[src/rtl/omega_route.sv]
module omega_route #(
  parameter int PORTS = 8,
  parameter int DW    = 16,
  localparam int SB   = $clog2(PORTS),
  localparam int HALF = PORTS / 2
) (
  input  logic [PORTS-1:0]    req_valid,
  input  logic [PORTS*SB-1:0] req_dest,
  input  logic [PORTS*DW-1:0] req_data,
  output logic [PORTS-1:0]    dlv_valid,
  output logic [PORTS*DW-1:0] dlv_data,
  output logic [PORTS-1:0]    req_blocked,
  output logic [SB*HALF-1:0]  sw_cross
);

  always_comb begin : route
    logic [PORTS-1:0] v, sv, blk;
    logic [SB-1:0]    d   [PORTS];
    logic [SB-1:0]    sd  [PORTS];
    logic [SB-1:0]    src [PORTS];
    logic [SB-1:0]    ssrc[PORTS];
    logic [DW-1:0]    x   [PORTS];
    logic [DW-1:0]    sx  [PORTS];
    logic [SB-1:0]    r;
    logic             bu, bl, cr;
    blk      = '0;
    sw_cross = '0;
    dlv_data = '0;
    sv       = '0;
    for (int i = 0; i < PORTS; i++) begin
      v[i]    = req_valid[i];
      d[i]    = req_dest[i*SB +: SB];
      x[i]    = req_data[i*DW +: DW];
      src[i]  = SB'(i);
      sd[i]   = '0;
      sx[i]   = '0;
      ssrc[i] = '0;
    end
    for (int k = 0; k < SB; k++) begin
      for (int i = 0; i < PORTS; i++) begin
        r       = SB'(((i << 1) | (i >> (SB - 1))) % PORTS);
        sv[r]   = v[i];
        sd[r]   = d[i];
        sx[r]   = x[i];
        ssrc[r] = src[i];
      end
      for (int s = 0; s < HALF; s++) begin
        bu = sd[2*s][SB-1-k];
        bl = sd[2*s+1][SB-1-k];
        cr = sv[2*s] ? bu : (sv[2*s+1] ? ~bl : 1'b0);
        if (sv[2*s] && sv[2*s+1] && (bu == bl)) begin
          blk[ssrc[2*s+1]] = 1'b1;
          sv[2*s+1]        = 1'b0;
        end
        sw_cross[k*HALF+s] = cr;
        v[2*s]     = cr ? sv[2*s+1]   : sv[2*s];
        v[2*s+1]   = cr ? sv[2*s]     : sv[2*s+1];
        d[2*s]     = cr ? sd[2*s+1]   : sd[2*s];
        d[2*s+1]   = cr ? sd[2*s]     : sd[2*s+1];
        x[2*s]     = cr ? sx[2*s+1]   : sx[2*s];
        x[2*s+1]   = cr ? sx[2*s]     : sx[2*s+1];
        src[2*s]   = cr ? ssrc[2*s+1] : ssrc[2*s];
        src[2*s+1] = cr ? ssrc[2*s]   : ssrc[2*s+1];
      end
    end
    for (int i = 0; i < PORTS; i++) begin
      if (v[i]) dlv_data[i*DW +: DW] = x[i];
      if (v[i]) a_r1_lands_on_dest: assert (d[i] == SB'(i) && req_valid[src[i]]);
    end
    dlv_valid   = v;
    req_blocked = blk;
    a_r5_blocked_only_if_valid: assert ((blk & ~req_valid) == '0);
    a_r5_conserved: assert ($countones(v) + $countones(blk) == $countones(req_valid));
    if ($countones(req_valid) == 1) a_r8_lone_delivered: assert (blk == '0);
    if (req_valid == '0) a_r10_idle_pass: assert (sw_cross == '0 && v == '0);
  end

endmodule

[config.mk]
export PLATFORM = sky130hd
export DESIGN_NAME = omega_route
export DESIGN_NICKNAME = d
export VERILOG_FILES = /design/src/rtl/omega_route.sv
export SDC_FILE = /design/constraint.sdc
export NUM_CORES = 1
export LEC_CHECK = 0
export ABC_CLOCK_PERIOD_IN_PS = 3100
export BUFFER_PORTS_ARGS = -buffer_cell sky130_fd_sc_hd__buf_2
export CORE_MARGIN = 3
export CORE_UTILIZATION = 40
export DETAILED_ROUTE_END_ITERATION = 10
export PLACE_DENSITY = 0.75
export SLEW_MARGIN = 20
export SYNTH_ARGS = -nofsm -noshare
export SYNTH_HDL_FRONTEND = slang
export SYNTH_SLANG_ARGS = --single-unit
[constraint.sdc]
create_clock -name vclk -period 3.1
set_input_delay 0.465 -clock vclk [all_inputs]
set_output_delay 0.465 -clock vclk [all_outputs]
set_load 0.01 [all_outputs]
==> results.py <==
metrics = {
    "sta": {
        "max_freq_ghz": 0.300,
        "slew-limit-headroom_pct": 57.5,
        "fin_ws_ns": -0.233,
        "worstMarginPinSlew_ns": 0.619,
        "rsz0062_at_grt": "true",
        "finalHoldViolations": 0,
        "period_needed_ns": 3.33,
        "post-route-period-util_pct": 108,
        "drv_slew": 0,
        "setup_viol": 64,
    },
    "clock_network": {
        "cts_hold_buf": 0,
    },
    "floorplanning": {
        "dieArea_um2": 16300,
        "initial_core_util_pct": 41.8,
        "coreArea_um2": 14200,
        "ios": 316,
        "die_y_um": 128,
        "die_x_um": 128,
        "std_cell_rows": 43,
    },
    "place": {
        "place_hpwl_um": 24400,
        "placed_cell_area_um2": 8570,
        "dp.cells": 1452,
        "pre_cts_slack_ns": -0.294,
        "gp_congestion": 0.998,
        "port_buffers": 315,
    },
    "worst_setup_path": {
        "cpMaxStageDelayCell": "or3b_4",
        "critPathKind": "input port to primary output",
        "cp-end-kind": "primary output",
        "arrival_ns": 2.87,
        "path_cells": "buf_8 > or3b_4 > mux2_4 > a21o_1 > inv_2 > buf_6 > nor3_1 > mux2_4 > a311oi_4 > a31oi_1 > a31o_1 > buf_2",
        "slowest_delay_ns": 0.39,
        "startpoint_type": "input port",
        "cpMostUsedCell": "mux2_4",
        "required_ns": 2.63,
        "worstPathMaxFanout": 6,
    },
    "layout": {
        "areaGrowthSynthToFinish_pct": 70.0,
        "design.seq.count": 0,
        "most-common-layout-cells": "307 x buf_2, 254 x mux2i_1, 172 x nand2_1, 117 x buf_4, 63 x a21oi_2",
        "final-instance-count-excl-fill": 1488,
        "nNetsFinal": 1465,
        "layout_commonest_cell": "buf_2",
        "design_area_um2": 10100,
        "drive_gt1_share_pct": 53.0,
        "seqCellArea_um2": 0,
        "num-clock-buffers": 0,
    },
    "pwr": {
        "p_leak_nw": 5.57,
        "irDropWorstVdd_uv": 230,
        "powerDensity_nw_per_um2": 333,
    },
    "yosys": {
        "avgSynthCellArea_um2": 6.73,
        "yosysSeqAreaShare_pct": 0,
        "yosysWarnings": 0,
        "netlist-cell-type-count": 63,
        "syn_inst": 881,
        "netlist_area_um2": 5930,
        "syn_nets": 1041,
    },
    "detailed_routing": {
        "vias": 9069,
        "drc_errors": 0,
        "drtAntennaViolNets": 0,
        "drtIter0Drc": 1042,
        "wl_per_cell_um": 22.5,
        "finalWirelength_um": 33400,
        "dr.pass1.iters": 5,
        "vias_per_cell": 6.09,
    },
    "grt": {
        "grt-ovfl-total": 0,
        "grt_pass1_wl_um": 43700,
        "grt_pass1_vias": 7847,
        "grt_max_degree": 35,
        "track_usage_pct": 33.4,
        "grt_antenna_before_repair": 4,
    },
    "run_status": {
        "violations": "negative setup slack",
        "run_status": "finished with violations",
    },
    "hold_path": {
        "hold_class": "input port to primary output",
    },
    "job": {
        "maxCapViolations": 0,
    },
}
## path summary, 6_finish.rpt
kind	cells after the start	start	to
max	12	req_dest[23]	req_blocked[5]
min	3	req_valid[4]	req_blocked[4]
## critical path, delay by kind of cell
family	cells	cell delay [ns]
AOI/OAI and AO/OA	4	0.92
buffers and inverters	4	0.47
muxes	2	0.56
and+or+nand+nor	2	0.44
## kinds of logic (layout without fill, tap and decap cells)
group	Yosys count	count (layout)	synth area share, %
AOI/OAI and AO/OA	187	187	19.9
buffers and inverters	83	505	6.64
muxes	284	284	48.7
xor gates and xnor gates	11	11	1.62
other	1	6	0.0632
and+or+nand+nor	315	315	23.0
## power breakdown
| part | total [mW] | switching (mW) | internal (mW) |
|---|---|---|---|
| registers | 0 | 0 | 0 |
| clock network | 0.000000216 | 0 | 0.000000216 |
| logic | 3.36 | 1.91 | 1.45 |
## cell type report
class	instances	area, µm²
Tap cell	180	225
Antenna cell	5	12.5
Multi-Input combinational cell	798	6460
Timing Repair Buffer	481	3280
Fill cell	1126	4120
Inverter	24	108
## repair_timing
item,4_1_cts,5_1_grt
gates cloned,3,5
endpoints found under the setup margin,110,128
pin swaps,20,67
buffers inserted,18,11
gates resized for setup,59,253
## routing by layer
metal  GRT usage, %  part of all wire (%)
met2           51.5                    44
met3           8.21                    12
met1           47.4                    39
met5              0                 0.021
met4           6.55                   4.4
## synth_stat cells (all sizes together), types with 2 or more instances
master  instances  share of area (%)
o31ai           7               0.89
or3b            4               0.59
a221o           2               0.34
a31o            2               0.30
and3            2               0.21
mux2i         277                 47
or2             5               0.53
o31a            2               0.30
nand4           2               0.21
nor2           26                2.0
xnor2           9                1.3
inv            24                1.5
xor2            2               0.30
a21oi         102                8.6
nand3           6               0.51
nand2         234                 15
a21o            2               0.25
a21boi          5               0.95
nand2b          6               0.76
a31oi           5               0.74
o221ai          2               0.30
nor3            4               0.34
or3             2               0.21
mux2            7                1.3
o32ai           2               0.30
o22ai           3               0.32
nor2b           7               0.74
o21ai          23                2.0
nor3b           3               0.46
and2            5               0.53
o21a            6               0.76
buf            48                4.4
clkbuf         11               0.72
a22o           17                2.5
nand3b          6               0.76
## per-stage QoR
step	setup TNS (ns)	hold WS (ns)	utilization [%]	total power [mW]
finish	-7.03	1.31	71.0	3.36
global route	-11.57	1.34	71.0	3.52
CTS	-1.35	1.31	63.6	2.77
detailed placement	-7.53	1.31	60.4	2.58
global placement	-4.34	1.30	60.4	2.56
floorplan	0	1.06	-	1.50
(Power assumes the default switching activity.)
